[src/rtl/cap_timer_pkg.sv]
package cap_timer_pkg;

    typedef enum logic {
        SRC_PIN = 1'b0,
        SRC_BUS = 1'b1
    } src_e;

    function automatic logic pick_source(input src_e sel, input logic pin_sync,
                                         input logic bus_line);
        return (sel == SRC_BUS) ? bus_line : pin_sync;
    endfunction

endpackage

[src/rtl/ct_free_counter.sv]
module ct_free_counter #(
    parameter int CNT_W    = 32,
    parameter int PRESCALE = 2
) (
    input  logic             clk,
    input  logic             rst_n,
    output logic [CNT_W-1:0] count_o
);
    localparam int PH_W = (PRESCALE > 1) ? $clog2(PRESCALE) : 1;
    localparam logic [PH_W-1:0] PH_LAST = PH_W'(PRESCALE - 1);

    typedef struct packed {
        logic [PH_W-1:0]  ph;
        logic [CNT_W-1:0] cnt;
    } cnt_state_t;

    cnt_state_t st_d, st_q;
    logic       tick;

    always_comb begin
        st_d = st_q;
        tick = (st_q.ph == PH_LAST);
        if (tick) begin
            st_d.ph  = '0;
            st_d.cnt = st_q.cnt + 1'b1;
        end else begin
            st_d.ph  = st_q.ph + 1'b1;
        end
    end

    always_ff @(posedge clk or negedge rst_n) begin
        if (!rst_n) st_q <= '0;
        else        st_q <= st_d;
    end

    assign count_o = st_q.cnt;

    // the counter moves by zero or one per edge
    a_r2_single_step: assert property (@(posedge clk) disable iff (!rst_n)
        1'b1 |=> (count_o == $past(count_o)) || (count_o == $past(count_o) + 1'b1));

    // two increments never land on adjacent edges
    a_r2_no_back_to_back: assert property (@(posedge clk) disable iff (!rst_n)
        (PRESCALE > 1) && (count_o != $past(count_o)) |=> $stable(count_o));

endmodule

[src/rtl/ct_capture_chan.sv]
module ct_capture_chan
    import cap_timer_pkg::*;
#(
    parameter int CNT_W       = 32,
    parameter int SYNC_STAGES = 2
) (
    input  logic             clk,
    input  logic             rst_n,
    input  logic             pin_i,
    input  logic             bus_i,
    input  logic             sel_i,
    input  logic             cap_en_i,
    input  logic             irq_en_i,
    input  logic             clr_i,
    input  logic [CNT_W-1:0] count_i,
    output logic [CNT_W-1:0] cap_o,
    output logic             flag_o
);
    typedef struct packed {
        logic [SYNC_STAGES-1:0] sync;
        logic                   prev;
        logic [CNT_W-1:0]       cap;
        logic                   flag;
    } chan_state_t;

    chan_state_t st_d, st_q;
    logic        src_now;
    logic        rise;
    logic        take;

    always_comb begin
        st_d    = st_q;
        src_now = pick_source(src_e'(sel_i), st_q.sync[SYNC_STAGES-1], bus_i);
        rise    = src_now & ~st_q.prev;
        take    = rise & cap_en_i;

        st_d.sync[0] = pin_i;
        for (int i = 1; i < SYNC_STAGES; i++) begin
            st_d.sync[i] = st_q.sync[i-1];
        end
        st_d.prev = src_now;

        if (take) st_d.cap = count_i;

        if (clr_i)            st_d.flag = 1'b0;
        if (take && irq_en_i) st_d.flag = 1'b1;
    end

    always_ff @(posedge clk or negedge rst_n) begin
        if (!rst_n) st_q <= '0;
        else        st_q <= st_d;
    end

    assign cap_o  = st_q.cap;
    assign flag_o = st_q.flag;

    // a capture stores the counter value seen before the edge
    a_r4_capture_value: assert property (@(posedge clk) disable iff (!rst_n)
        take |=> cap_o == $past(count_i));

    // without a capture the measure register holds
    a_r7_hold_when_idle: assert property (@(posedge clk) disable iff (!rst_n)
        !take |=> $stable(cap_o));

    // a set flag stays set unless cleared
    a_r8_flag_sticky: assert property (@(posedge clk) disable iff (!rst_n)
        flag_o && !clr_i |=> flag_o);

    // a clear with no setting event drops the flag
    a_r9_clear_drops: assert property (@(posedge clk) disable iff (!rst_n)
        clr_i && !(take && irq_en_i) |=> !flag_o);

endmodule

[src/rtl/capture_timer_top.sv]
module capture_timer_top #(
    parameter int CNT_W       = 32,
    parameter int NCH         = 4,
    parameter int PRESCALE    = 2,
    parameter int SYNC_STAGES = 2
) (
    input  logic                 clk,
    input  logic                 rst_n,
    input  logic [NCH-1:0]       tin_pin,
    input  logic [NCH-1:0]       evt_bus,
    input  logic [NCH-1:0]       src_sel,
    input  logic [NCH-1:0]       cap_en,
    input  logic [NCH-1:0]       irq_en,
    input  logic [NCH-1:0]       irq_clr,
    output logic [NCH*CNT_W-1:0] cap_val,
    output logic [CNT_W-1:0]     count_val,
    output logic [NCH-1:0]       irq_flag
);
    logic [CNT_W-1:0] count_w;

    ct_free_counter #(
        .CNT_W   (CNT_W),
        .PRESCALE(PRESCALE)
    ) u_counter (
        .clk    (clk),
        .rst_n  (rst_n),
        .count_o(count_w)
    );

    for (genvar g = 0; g < NCH; g++) begin : g_chan
        ct_capture_chan #(
            .CNT_W      (CNT_W),
            .SYNC_STAGES(SYNC_STAGES)
        ) u_chan (
            .clk     (clk),
            .rst_n   (rst_n),
            .pin_i   (tin_pin[g]),
            .bus_i   (evt_bus[g]),
            .sel_i   (src_sel[g]),
            .cap_en_i(cap_en[g]),
            .irq_en_i(irq_en[g]),
            .clr_i   (irq_clr[g]),
            .count_i (count_w),
            .cap_o   (cap_val[g*CNT_W +: CNT_W]),
            .flag_o  (irq_flag[g])
        );
    end

    assign count_val = count_w;

    // rollover raises no flag on its own
    a_r3_no_overflow: assert property (@(posedge clk) disable iff (!rst_n)
        ($past(count_w) == {CNT_W{1'b1}}) && (count_w == '0)
            && (irq_flag == '0) && (irq_clr == '0) |-> $stable(irq_flag));

endmodule

[config.mk]
export PLATFORM = sky130hd
export DESIGN_NAME = capture_timer_top
export DESIGN_NICKNAME = d
export VERILOG_FILES = /design/src/rtl/cap_timer_pkg.sv /design/src/rtl/ct_free_counter.sv /design/src/rtl/ct_capture_chan.sv /design/src/rtl/capture_timer_top.sv
export SDC_FILE = /design/constraint.sdc
export NUM_CORES = 1
export LEC_CHECK = 0
export BUFFER_PORTS_ARGS = -buffer_cell sky130_fd_sc_hd__buf_2
export CAP_MARGIN = 20
export CORE_MARGIN = 4
export CORE_UTILIZATION = 49
export DETAILED_ROUTE_END_ITERATION = 16
export PLACE_DENSITY = 0.87
export SETUP_SLACK_MARGIN = 0.1
export SYNTH_ARGS = -nofsm -noshare
export SYNTH_HDL_FRONTEND = slang
export SYNTH_HIERARCHICAL = 1
export SYNTH_SLANG_ARGS = --single-unit
[constraint.sdc]
create_clock -name clk -period 1.7 [get_ports clk]
set_input_delay 0.255 -clock clk [delete_from_list [all_inputs] [get_ports clk]]
set_output_delay 0.255 -clock clk [all_outputs]
set_load 0.02 [all_outputs]
# After elaboration in Yosys (flattened, before gate mapping)
# Index checks and enable logic that the tools add are counted.
# Widths: inputs -> output; s select.
totals:
  register_bits: 177
  input_bits: 26
  out_inout_bits: 164
  elab_cells: 53
op_classes:
  add_sub_neg: 2
  mux: 13
  n_bitwise: 12
  reduce_logical: 8
ops:
  columns: ["cell", "count"]
  rows:
  - ["$add 32x1->32 const B", 1]
  - ["$mux 1", 13]
  - ["$and 1x1->1", 8]
  - ["$reduce_bool 2->1", 4]
  - ["$logic_and 1x1->1", 4]
  - ["$not 1->1", 4]
  - ["$add 1x1->1 const B", 1]

# Logic depth before layout (Yosys ltp)
# Gate-level depths: netlist (run 1).
depth:
  word_depth: 5
  depth_mapped: 6

# Cells and area by module
# Netlist (run 1), hierarchy kept.
modules_own_cells:
  columns: ["mod", "n_inst", "cells_per_inst", "area_per_inst_um2", "seq_area_each_um2"]
  rows:
  - ["ct_capture_chan", 4, 108, 1717.9, 900.9]
  - ["ct_free_counter", 1, 134, 1534.0, 825.8]

# Least setup slack after synthesis (run 1)
# No wires, ideal clock.
synth_path:
  path_kind: "reg-to-reg"
  startpoint: "reg u_counter.st_q, in the netlist u_counter/count_o[0]"
  endpoint: "reg u_counter.st_q, in the netlist u_counter/count_o[30]"
  setup_ps: 133
  arrival_ps: 1664
  required_time_ps: 1567
  slack_ps: -98
  path_stages_with_launch: 7
  n_path_buf: 1
  synth_period_minus_slack_ps: 1798
  path_cell_list: "dfrtp_1 > ha_1 > and3_1 > clkbuf_1 > nor3b_2 > nand4_1 > xnor2_1"
synth_between:
  elab_chain_cells: 1
synth_lines:
  columns: ["item", "line_no", "text"]
  rows:
  - ["start, declared", "ct_free_counter.sv:17", "cnt_state_t st_d, st_q;"]
  - ["start signal, assigned", "ct_free_counter.sv:33", "else st_q <= st_d;"]
  - ["$add 32x1->32", "ct_free_counter.sv:25", "st_d.cnt = st_q.cnt + 1'b1;"]
# No other way between the ends.
# A chain may end at the register's enable or synchronous reset.

# Worst setup path in the final report (run 1)
layout_path:
  startpoint: "reg g_chan[1].u_chan/st_q[35] (netlist bit)"
  endpoint: "reg g_chan[1].u_chan.st_q, in the netlist g_chan[1].u_chan/cap_o[20]"
layout_between:
  elab_chain_cells: 3
layout_lines:
  columns: ["item", "line_no", "text"]
  rows:
  - ["start, declared", "ct_capture_chan.sv:26", "chan_state_t st_d, st_q;"]
  - ["start signal, assigned", "ct_capture_chan.sv:51", "else st_q <= st_d;"]
  - ["$mux 1", "cap_timer_pkg.sv:10", "return (sel == SRC_BUS) ? bus_line : pin_sync;"]
  - ["net g_chan[1].u_chan.src_now", "ct_capture_chan.sv:27", "logic src_now;"]
  - ["$and 1x1->1", "ct_capture_chan.sv:34", "rise = src_now & ~st_q.prev;"]
  - ["$and 1x1->1", "ct_capture_chan.sv:35", "take = rise & cap_en_i;"]
# The timed path passes the listed nets, and every way through them passes these cells.

==> impl_metrics.sql, run 1 <==
INSERT INTO impl_metrics (metric_group, metric, value, unit) VALUES
('outcome', 'outcome', 'complete, no violations', ''),
('clock_tree', 'worst_setup_hold_path_clk_slew', '0.07', 'ns'),
('final_layout', 'most_frequent_cells_in_the_layout', '188 x sky130_fd_sc_hd__buf_2, 159 x sky130_fd_sc_hd__dfrtp_1, 120 x sky130_fd_sc_hd__mux2_4', ''),
('detailed_routing', 'viasPerCell', '4.79', ''),
('floorplan', 'initial_core_utilization', '50.3', '%'),
('power_and_ir_drop', 'max-vdd-ir-drop', '0.682', 'mV'),
('setup_path', 'worstPathMaxFanout', '16', ''),
('floorplan', 'core_region_area', '16700', 'um2'),
('timing', 'rsz0062_at_grt', 'yes', ''),
('logic_synthesis', 'synth_enable_flop_cells', '0', ''),
('logic_synthesis', 'mappedNetlistNets', '593', ''),
('flow_run', 'maxCapViolations', '0', ''),
('logic_synthesis', 'dominantRegCellSynth', 'sky130_fd_sc_hd__dfrtp_1', ''),
('logic_synthesis', 'postSynth.asyncResetShare', '100', '%'),
('timing', 'worst_slack', '0.139', 'ns'),
('final_layout', 'final_core_utilization', '57.4', '%'),
('clock_tree', 'numCtsBuffers', '17', ''),
('placement', 'detailed_place.area', '8840', 'um2'),
('timing', 'period_share', '91.8', '%'),
('logic_synthesis', 'post_synth.cell_area_avg', '14.9', 'um2'),
('final_layout', 'layout.cells.non_filler', '914', ''),
('final_layout', 'stdcell_area', '9590', 'um2'),
('logic_synthesis', 'register_bit_count_reported_by_yosys', '177', ''),
('detailed_routing', 'avgRoutedWirePerCell', '18.1', 'um'),
('setup_path', 'timing.critical_path.required', '2.00', 'ns'),
('power_and_ir_drop', 'power_leakage', '5.17', 'nW'),
('clock_tree', 'worst_skew_pair.late_latency', '0.42', 'ns'),
('timing', 'fin_worst_skew', '0.00968', 'ns'),
('power_and_ir_drop', 'power-per-cell-area', '943', 'nW/um2'),
('final_layout', 'diodes', '0', ''),
('global_routing', 'grt_first_pass_wirelength', '27100', 'um'),
('detailed_routing', 'drc_viols', '0', ''),
('hold_path', 'min-delay-path-class', 'in2reg', ''),
('final_layout', 'area.growth.synth_to_final', '14.1', '%'),
('clock_tree', 'root_buffer', 'sky130_fd_sc_hd__clkbuf_16', ''),
('logic_synthesis', 'synth_top_area_cell', 'sky130_fd_sc_hd__dfrtp_1', ''),
('floorplan', 'fp-row-count', '47', ''),
('clock_tree', 'cts.htree.levels', '4', ''),
('timing', 'setup-tns-final', '0', 'ns'),
('setup_path', 'arrival', '1.86', 'ns'),
('timing', 'count_of_final_setup_violators', '0', ''),
('logic_synthesis', 'yosysWarningCount', '6', ''),
('clock_tree', 'clock_path_buffers', '2', ''),
('floorplan', 'fp.dieH', '139', 'um'),
('setup_path', 'critPathKind', 'reg2reg', ''),
('setup_path', 'cp-start-kind', 'flip-flop', ''),
('placement', 'placedCellCount', '871', ''),
('final_layout', 'layout_nets', '708', ''),
('logic_synthesis', 'post_synth_num_cell_types', '29', ''),
('clock_tree', 'cts_tree', 'done', ''),
('timing', 'fin_worst_hold_slack', '0.0610', 'ns'),
('clock_tree', 'clock-sinks', '177', ''),
('placement', 'place_congestion', '0.779', ''),
('placement', 'post-place-ws', '0.0734', 'ns'),
('logic_synthesis', 'synthCells', '566', ''),
('power_and_ir_drop', 'power.total', '9.04', 'mW'),
('logic_synthesis', 'synth.top_cells.by_area', 'sky130_fd_sc_hd__dfrtp_1 53%, sky130_fd_sc_hd__mux2_4 21%, sky130_fd_sc_hd__buf_4 11%, sky130_fd_sc_hd__buf_12 2.9%, sky130_fd_sc_hd__xnor2_1 2.1%', ''),
('final_layout', 'num-fill-cells', '1312', ''),
('timing', 'timing_worst_slew_pin_value', '0.349', 'ns'),
('floorplan', 'die_width', '139', 'um'),
('timing', 'finalMaxSlewViolations', '0', ''),
('global_routing', 'grt_pass1_vias', '4841', ''),
('timing', 'final_hold_viol_count', '0', ''),
('detailed_routing', 'drt_first_iter_violations', '160', ''),
('detailed_routing', 'dr_pass1_iterations', '4', ''),
('global_routing', 'pin_count_of_the_biggest_net_entering_global_routing', '55', ''),
('global_routing', 'tot_gr_track_use', '17.5', '%'),
('global_routing', 'grt_antenna_before_repair', '0', ''),
('timing', 'fmax', '641', 'MHz'),
('logic_synthesis', 'post-synth-top-area-fraction', '52.7', '%'),
('detailed_routing', 'ant_nets', '0', '');
==> kinds of logic after synthesis <==
logic type               share of synthesized area (%)
AO/OA/AOI/OAI                                    0.417
XOR/XNOR                                          3.23
buffers and inverters                             15.2
multiplexers                                      23.2
AND/OR/NAND/NOR                                   5.09
flip-flops                                        52.7
adder cells (fa/ha/maj)                          0.149
==> layer usage <==
layer / vias to the layer above / part of all wire, % / global-route usage (%)
li1: 2021 / - / -
met1: 2196 / 45 / 23.4
met2: 139 / 47 / 28.2
met3: 19 / 6.0 / 4.83
met4: 0 / 1.4 / 4.79
met5: - / 0 / 0
==> area by class of cell <==
cell class	count	area (um2)	area share [%]
well taps	220	275	2.87
inverters	7	26.3	0.274
repair buffers	242	1470	15.3
flip-flops and latches	177	4450	46.4
clock buffers	18	439	4.58
multi-input cells	236	2770	28.9
clock inverters	14	161	1.68
==> cells in the mapped netlist (2+ instances only) <==
library cell              number
sky130_fd_sc_hd__a22o_1        4
sky130_fd_sc_hd__and3_1        3
sky130_fd_sc_hd__and3b_1       4
sky130_fd_sc_hd__buf_12       12
sky130_fd_sc_hd__buf_4       128
sky130_fd_sc_hd__buf_6         4
sky130_fd_sc_hd__dfrtp_1     177
sky130_fd_sc_hd__inv_1         7
sky130_fd_sc_hd__mux2_2       13
sky130_fd_sc_hd__mux2_4      120
sky130_fd_sc_hd__nand2_1      13
sky130_fd_sc_hd__nand3_1      13
sky130_fd_sc_hd__nand4_1      10
sky130_fd_sc_hd__nand4_2       2
sky130_fd_sc_hd__nor2_1        7
sky130_fd_sc_hd__nor3_1        4
sky130_fd_sc_hd__nor4_2        4
sky130_fd_sc_hd__xnor2_1      20
sky130_fd_sc_hd__xor2_1       11
==> flip-flops by register name, summed over array words and instances, names as in the netlist <==
register and cells:
g_chan.u_chan/st_d 4, g_chan.u_chan/flag_o 4, g_chan.u_chan/cap_o 128, g_chan.u_chan/st_q 8, u_counter/tick 1, u_counter/count_o 32
==> report_power, final <==
| part | internal [mW] | leakage (nW) | switching [mW] | total (mW) |
|---|---|---|---|---|
| Combinational | 0.309 | 2.52 | 0.374 | 0.683 |
| Sequential | 4.32 | 2.35 | 0.0615 | 4.38 |
| Clock | 2.25 | 0.291 | 1.73 | 3.98 |
| Total | 6.88 | 5.17 | 2.16 | 9.04 |
==> worst paths after layout <==
check / startpoint / to / slack (ns) / cells after the start
max: g_chan[1].u_chan/st_q[35] / g_chan[1].u_chan/cap_o[20] / 0.14 / 4
min: irq_en[1] / g_chan[1].u_chan/flag_o / 0.06 / 2
max reg2reg: g_chan[1].u_chan/st_q[35] / g_chan[1].u_chan/cap_o[20] / 0.14 / 4
min reg2reg: g_chan[2].u_chan/st_d[35] / g_chan[2].u_chan/st_q[35] / 0.35 / 0
max in group asynchronous: rst_n / u_counter/count_o[14] / 0.78 / 3
min in group asynchronous: rst_n / g_chan[3].u_chan/st_d[35] / 0.28 / 2
==> timing repair <==
action	4_1_cts	5_1_grt
hold buffers	5	0
endpoints found under the hold margin	33	0
buffers inserted	3	3
endpoints found under the setup margin	4	16
resized for setup	1	10
pin swaps	0	6
==> worst max-delay path: stages (launching register included) <==
cell and delay, ns:
sky130_fd_sc_hd__dfrtp_1 0.37, sky130_fd_sc_hd__mux2_4 0.27, sky130_fd_sc_hd__and3b_2 0.22, sky130_fd_sc_hd__buf_4 0.24
sky130_fd_sc_hd__mux2_4 0.33
(Power assumes the default switching activity.)
==> run 2: changes to the inputs <==
--- a/config.mk
+++ b/config.mk
@@ -8,9 +8,9 @@
 export BUFFER_PORTS_ARGS = -buffer_cell sky130_fd_sc_hd__buf_2
 export CAP_MARGIN = 20
 export CORE_MARGIN = 4
-export CORE_UTILIZATION = 49
+export CORE_UTILIZATION = 40
 export DETAILED_ROUTE_END_ITERATION = 16
-export PLACE_DENSITY = 0.87
+export PLACE_DENSITY = 0.75
 export SETUP_SLACK_MARGIN = 0.1
 export SYNTH_ARGS = -nofsm -noshare
 export SYNTH_HDL_FRONTEND = slang
==> run 2 against run 1 <==
  * Combinational power rose by 0.6%
  * Hold slack lost 0.017 ns
  * Register-to-register slack about the same
  * Core utilization is 10 points lower
  * Sequential power is essentially flat
  * Largest cell class unchanged
  * Highest routed layer unchanged
  * Clock-buffer cell count did not move
  * Die area increased by 21%
==> impl_metrics.sql, run 2 (synthesis gave the netlist of run 1 again) <==
INSERT INTO impl_metrics (metric_group, metric, value, unit) VALUES
('floorplan', 'initial_core_utilization', '41.1', '%'),
('flow_run', 'maxCapViolations', '0', ''),
('power_and_ir_drop', 'power_leakage', '5.17', 'nW'),
('power_and_ir_drop', 'power.share.combinational', '7.5', '%'),
('outcome', 'outcome', 'complete, no violations', ''),
('timing', 'count_of_final_setup_violators', '0', ''),
('detailed_routing', 'viasPerCell', '4.59', ''),
('timing', 'finalMaxSlewViolations', '0', ''),
('final_layout', 'layout.cells.most_common', 'sky130_fd_sc_hd__buf_2', ''),
('final_layout', 'layout_nets', '706', ''),
('detailed_routing', 'avgRoutedWirePerCell', '17.4', 'um'),
('setup_path', 'critPathKind', 'reg2out', ''),
('clock_tree', 'cts.htree.levels', '4', ''),
('global_routing', 'tot_gr_track_use', '14.8', '%'),
('hold_path', 'min-delay-path-class', 'in2reg', ''),
('detailed_routing', 'ant_nets', '0', ''),
('placement', 'detailed_place_hpwl', '11900', 'um'),
('clock_tree', 'root_buffer', 'sky130_fd_sc_hd__clkbuf_16', ''),
('clock_tree', 'cts_tree', 'done', ''),
('timing', 'rsz0062_at_grt', 'yes', ''),
('clock_tree', 'numCtsBuffers', '17', ''),
('clock_tree', 'worst_skew_pair.late_latency', '0.42', 'ns'),
('final_layout', 'diodes', '0', ''),
('power_and_ir_drop', 'max-vdd-ir-drop', '0.639', 'mV'),
('power_and_ir_drop', 'power-per-cell-area', '946', 'nW/um2'),
('setup_path', 'timing.critical_path.required', '1.44', 'ns'),
('global_routing', 'grt_antenna_before_repair', '0', ''),
('placement', 'post-place-ws', '0.0679', 'ns'),
('floorplan', 'fp-row-count', '52', ''),
('final_layout', 'area.growth.synth_to_final', '15.0', '%'),
('timing', 'worst_slack', '0.123', 'ns'),
('detailed_routing', 'dr_pass1_iterations', '4', ''),
('power_and_ir_drop', 'p_int', '7.01', 'mW'),
('timing', 'period_share', '92.8', '%'),
('final_layout', 'most_frequent_cells_in_the_layout', '188 x sky130_fd_sc_hd__buf_2, 160 x sky130_fd_sc_hd__dfrtp_1, 120 x sky130_fd_sc_hd__mux2_4', ''),
('final_layout', 'flip_flop_count_of_the_largest_register_after_layout', '128', ''),
('placement', 'io_buffers', '189', ''),
('setup_path', 'cp-start-kind', 'flip-flop', ''),
('final_layout', 'layout.cells.non_filler', '962', ''),
('placement', 'place_congestion', '0.759', ''),
('global_routing', 'gr-total-overflow', '0', ''),
('power_and_ir_drop', 'power.sequential.fraction', '47.9', '%'),
('floorplan', 'core_region_area', '20400', 'um2'),
('detailed_routing', 'routed_wl', '16800', 'um'),
('detailed_routing', 'dr_total_vias', '4413', ''),
('timing', 'fin_worst_skew', '0.0121', 'ns'),
('floorplan', 'ios', '190', ''),
('global_routing', 'grt_first_pass_wirelength', '28000', 'um'),
('setup_path', 'arrival', '1.32', 'ns'),
('global_routing', 'pin_count_of_the_biggest_net_entering_global_routing', '51', ''),
('timing', 'fin_worst_hold_slack', '0.0438', 'ns'),
('power_and_ir_drop', 'total_switching_power', '2.14', 'mW'),
('final_layout', 'final_layout_size_suffix_gt1_share', '63.0', '%'),
('detailed_routing', 'drc_viols', '0', ''),
('floorplan', 'fp.dieArea', '23400', 'um2'),
('clock_tree', 'clock_path_buffers', '2', ''),
('timing', 'setup-tns-final', '0', 'ns'),
('timing', 'slew_headroom', '77.5', '%'),
('floorplan', 'fp.dieH', '153', 'um'),
('global_routing', 'grt_pass1_vias', '4932', ''),
('timing', 'min_period', '1.58', 'ns'),
('setup_path', 'worst_setup_path_end_kind', 'output pin', ''),
('timing', 'timing_worst_slew_pin_value', '0.337', 'ns'),
('power_and_ir_drop', 'fraction_of_power_spent_switching_nets', '23.4', '%'),
('clock_tree', 'clock-sinks', '177', ''),
('placement', 'placedCellCount', '919', ''),
('final_layout', 'num-fill-cells', '1818', ''),
('timing', 'final_hold_viol_count', '0', ''),
('clock_tree', 'worst_setup_hold_path_clk_slew', '0.07', 'ns'),
('floorplan', 'die_width', '153', 'um'),
('timing', 'fmax', '634', 'MHz'),
('detailed_routing', 'drt_first_iter_violations', '158', ''),
('setup_path', 'worstPathMaxFanout', '6', ''),
('power_and_ir_drop', 'share_clk_of_total_power', '44.6', '%');
-- run 2: area by class of cell --
cell class	instances	area [um2]	area share [%]
multi-input cells	236	2760	28.6
clock inverters	14	183	1.89
repair buffers	240	1460	15.1
clock buffers	18	439	4.54
flip-flops and latches	177	4450	46.1
inverters	7	26.3	0.272
well taps	270	338	3.50
-- run 2: worst max-delay path, stage by stage, from the launching register on --
cell                      delay (ns)
sky130_fd_sc_hd__dfrtp_2        0.45
sky130_fd_sc_hd__buf_4          0.15
sky130_fd_sc_hd__buf_4          0.15
sky130_fd_sc_hd__buf_2          0.16
-- run 2: what timing repair did --
item | 4_1_cts | 5_1_grt
hold buffers | 5 | 0
endpoints found under the hold margin | 29 | 0
pin swaps | 0 | 5
setup endpoints to repair | 5 | 16
setup buffers | 0 | 6
resized for setup | 2 | 8
-- run 2: layer usage --
metal / global-route usage (%) / vias up / share of wire [%]
li1: - / 2010 / -
met2: 23.8 / 123 / 48
met1: 19.8 / 2267 / 45
met4: 3.39 / 0 / 0.94
met3: 4.66 / 13 / 6.1
met5: 0 / - / 0
-- run 2: path summary, 6_finish.rpt --
path	from	end	slack (ns)	cells after the start
max	u_counter/count_o[0]	count_val[0]	0.12	3
min	irq_en[2]	g_chan[2].u_chan/flag_o	0.04	2
max reg2reg	g_chan[2].u_chan/st_q[35]	g_chan[2].u_chan/cap_o[30]	0.15	4
min reg2reg	g_chan[2].u_chan/st_d[35]	g_chan[2].u_chan/st_q[35]	0.35	0
max in group asynchronous	rst_n	g_chan[1].u_chan/cap_o[31]	0.83	3
min in group asynchronous	rst_n	g_chan[1].u_chan/cap_o[28]	0.28	2
-- run 2: metrics by stage --
stage	utilization [%]	instance area, um2	total power, mW
3_3_place_gp	43.6	8900	5.13
2_1_floorplan	-	8460	5.01
4_1_cts	46.9	9580	9.27
5_1_grt	47.3	9660	9.52
6_report	47.3	9660	9.14
3_5_place_dp	43.6	8900	5.14
-- run 2: power by group through the flow --
stage | combinational [mW] | clock (mW) | sequential (mW)
finish | 0.687 | 4.08 | 4.38
global route | 0.745 | 4.39 | 4.39
floorplan | 0.567 | 0 | 4.44
global placement | 0.683 | 0 | 4.45
detailed placement | 0.696 | 0 | 4.45
CTS | 0.704 | 4.19 | 4.38
==> run 3: changes to the inputs <==
--- a/config.mk
+++ b/config.mk
@@ -10,7 +10,6 @@
 export CORE_MARGIN = 4
 export CORE_UTILIZATION = 40
 export DETAILED_ROUTE_END_ITERATION = 16
-export PLACE_DENSITY = 0.75
 export SETUP_SLACK_MARGIN = 0.1
 export SYNTH_ARGS = -nofsm -noshare
 export SYNTH_HDL_FRONTEND = slang
==> run 3 against run 2 <==
  * Critical path depth is 2 higher
  * Clock-buffer cell count is 2 higher
  * Via count hardly changed
  * Routed wire length is 2.1% higher
  * Core utilization is 0.28 points lower
  * Clock skew is 0.00097 ns lower
  * Sequential share of layout area is 0.28 points higher
  * Critical endpoint is now u_counter/count_o[27]
  * Combinational power hardly changed
  * Sequential cell count stayed put
  * Die area stayed put
  * Hold slack better by 0.034 ns
  * Largest cell class unchanged
==> impl_metrics.sql, run 3 (synthesis gave the netlist of run 1 again) <==
INSERT INTO impl_metrics (metric_group, metric, value, unit) VALUES
('detailed_routing', 'dr_total_vias', '4410', ''),
('floorplan', 'fp.dieArea', '23400', 'um2'),
('clock_tree', 'clock_path_buffers', '2', ''),
('power_and_ir_drop', 'power-per-cell-area', '911', 'nW/um2'),
('timing', 'fin_worst_skew', '0.0111', 'ns'),
('timing', 'fin_worst_hold_slack', '0.0777', 'ns'),
('timing', 'fmax', '640', 'MHz'),
('power_and_ir_drop', 'max-vdd-ir-drop', '0.560', 'mV'),
('global_routing', 'grt_pass1_vias', '4930', ''),
('final_layout', 'area.growth.synth_to_final', '14.3', '%'),
('final_layout', 'final_layout_size_suffix_gt1_share', '62.8', '%'),
('detailed_routing', 'drt_first_iter_violations', '151', ''),
('power_and_ir_drop', 'power.share.combinational', '7.9', '%'),
('timing', 'min_period', '1.56', 'ns'),
('power_and_ir_drop', 'fraction_of_power_spent_switching_nets', '23.5', '%'),
('setup_path', 'cp-start-kind', 'flip-flop', ''),
('timing', 'count_of_final_setup_violators', '0', ''),
('global_routing', 'grt_antenna_before_repair', '0', ''),
('clock_tree', 'cts.htree.levels', '4', ''),
('timing', 'timing_worst_slew_pin_value', '0.449', 'ns'),
('placement', 'detailed_place.area', '8900', 'um2'),
('global_routing', 'tot_gr_track_use', '15.0', '%'),
('flow_run', 'maxCapViolations', '0', ''),
('clock_tree', 'root_buffer', 'sky130_fd_sc_hd__clkbuf_16', ''),
('floorplan', 'fp-row-count', '52', ''),
('setup_path', 'arrival', '1.90', 'ns'),
('floorplan', 'ios', '190', ''),
('final_layout', 'diodes', '0', ''),
('setup_path', 'worstPathMaxFanout', '7', ''),
('setup_path', 'timing.critical_path.required', '2.04', 'ns'),
('timing', 'finalMaxSlewViolations', '0', ''),
('hold_path', 'min-delay-path-class', 'in2reg', ''),
('outcome', 'outcome', 'complete, no violations', ''),
('detailed_routing', 'routed_wl', '17100', 'um'),
('final_layout', 'layout_nets', '708', ''),
('power_and_ir_drop', 'power.sequential.fraction', '50.0', '%'),
('floorplan', 'die_width', '153', 'um'),
('clock_tree', 'clock-sinks', '177', ''),
('global_routing', 'gr-total-overflow', '0', ''),
('detailed_routing', 'dr_pass1_iterations', '6', ''),
('timing', 'slew_headroom', '70.1', '%'),
('power_and_ir_drop', 'total_switching_power', '2.06', 'mW'),
('final_layout', 'final_core_utilization', '47.0', '%'),
('detailed_routing', 'drc_viols', '0', ''),
('global_routing', 'pin_count_of_the_biggest_net_entering_global_routing', '50', ''),
('final_layout', 'most_frequent_cells_in_the_layout', '188 x sky130_fd_sc_hd__buf_2, 160 x sky130_fd_sc_hd__dfrtp_1, 120 x sky130_fd_sc_hd__mux2_4', ''),
('timing', 'setup-tns-final', '0', 'ns'),
('floorplan', 'initial_core_utilization', '41.1', '%'),
('setup_path', 'worst_setup_path_end_kind', 'flip-flop', ''),
('final_layout', 'layout.cells.most_common', 'sky130_fd_sc_hd__buf_2', ''),
('floorplan', 'fp.dieH', '153', 'um'),
('final_layout', 'layout.cells.non_filler', '964', ''),
('final_layout', 'flip_flop_count_of_the_largest_register_after_layout', '128', ''),
('clock_tree', 'numCtsBuffers', '17', ''),
('floorplan', 'core_region_area', '20400', 'um2'),
('timing', 'final_hold_viol_count', '0', ''),
('power_and_ir_drop', 'share_clk_of_total_power', '42.2', '%'),
('timing', 'period_share', '91.8', '%'),
('detailed_routing', 'ant_nets', '0', ''),
('placement', 'detailed_place_hpwl', '12500', 'um'),
('clock_tree', 'worst_skew_pair.late_latency', '0.41', 'ns'),
('power_and_ir_drop', 'power_leakage', '5.13', 'nW'),
('placement', 'placedCellCount', '921', ''),
('setup_path', 'critPathKind', 'reg2reg', ''),
('clock_tree', 'cts_tree', 'done', ''),
('timing', 'rsz0062_at_grt', 'yes', ''),
('detailed_routing', 'viasPerCell', '4.57', ''),
('placement', 'io_buffers', '189', ''),
('clock_tree', 'worst_setup_hold_path_clk_slew', '0.07', 'ns'),
('power_and_ir_drop', 'p_int', '6.69', 'mW'),
('final_layout', 'stdcell_area', '9610', 'um2'),
('global_routing', 'grt_first_pass_wirelength', '28400', 'um'),
('detailed_routing', 'avgRoutedWirePerCell', '17.8', 'um'),
('placement', 'place_congestion', '0.786', '');
-- run 3: cell types whose count changed in the layout (fill, tap and decap cells not counted), moves of 2 or more --
cell and delta:
sky130_fd_sc_hd__clkinv_2 +2, sky130_fd_sc_hd__clkinvlp_4 +2, sky130_fd_sc_hd__clkbuf_1 +2, sky130_fd_sc_hd__buf_4 +3
sky130_fd_sc_hd__nor3_2 +2, sky130_fd_sc_hd__bufinv_16 -2, sky130_fd_sc_hd__clkinv_4 -4
-- run 3: stage by stage --
step	total power [mW]	worst slack [ns]
floorplan	5.01	0.0652
global placement	5.13	0.123
detailed placement	5.14	0.0632
CTS	8.90	0.134
global route	9.15	0.0773
finish	8.75	0.139
-- run 3: power by group through the flow --
stage          clock network, mW  registers, mW  logic [mW]
6_report                    3.69           4.38       0.687
5_1_grt                     4.02           4.39       0.744
4_1_cts                     3.82           4.37       0.704
3_5_place_dp                   0           4.45       0.696
3_3_place_gp                   0           4.45       0.679
2_1_floorplan                  0           4.44       0.567
-- run 3: worst max-delay path, stage by stage, from the launching register on --
cell and delay, ns:
sky130_fd_sc_hd__dfrtp_2 0.39, sky130_fd_sc_hd__buf_6 0.15, sky130_fd_sc_hd__nand4_4 0.11, sky130_fd_sc_hd__or3_4 0.37, sky130_fd_sc_hd__nor4_4 0.30, sky130_fd_sc_hd__xor2_1 0.16
-- run 3: per-layer routing --
layer / track usage (%) / part of all wire, % / vias to the layer above
li1: - / - / 2018
met4: 3.14 / 0.46 / 0
met3: 4.98 / 5.6 / 4
met2: 24.6 / 49 / 128
met5: 0 / 0 / -
met1: 19.7 / 45 / 2260
-- run 3: what timing repair did --
action,CTS,global route
resized for setup,2,8
setup endpoints to repair,3,12
pin swaps,0,8
hold endpoints to repair,43,0
setup buffers,0,6
hold buffers,5,0
-- run 3: layout make-up --
cell class | instances | area, um2
Fill cell | 1833 | 10800
Sequential cell | 177 | 4450
Multi-Input combinational cell | 236 | 2770
Timing Repair Buffer | 242 | 1470
Clock buffer | 20 | 447
Tap cell | 270 | 338
Clock inverter | 12 | 110
Inverter | 7 | 26.3
-- run 3: worst paths after layout --
kind	startpoint	endpoint	slack, ns	cells past startpoint
min in group asynchronous	rst_n	g_chan[0].u_chan/st_q[35]	0.32	2
max in group asynchronous	rst_n	g_chan[1].u_chan/cap_o[24]	0.72	3
setup reg to reg	u_counter/count_o[0]	u_counter/count_o[27]	0.14	5
setup / recovery	u_counter/count_o[0]	u_counter/count_o[27]	0.14	5
hold reg to reg	g_chan[3].u_chan/st_d[35]	g_chan[3].u_chan/st_q[35]	0.35	0
hold / removal	evt_bus[0]	g_chan[0].u_chan/st_q[33]	0.08	2
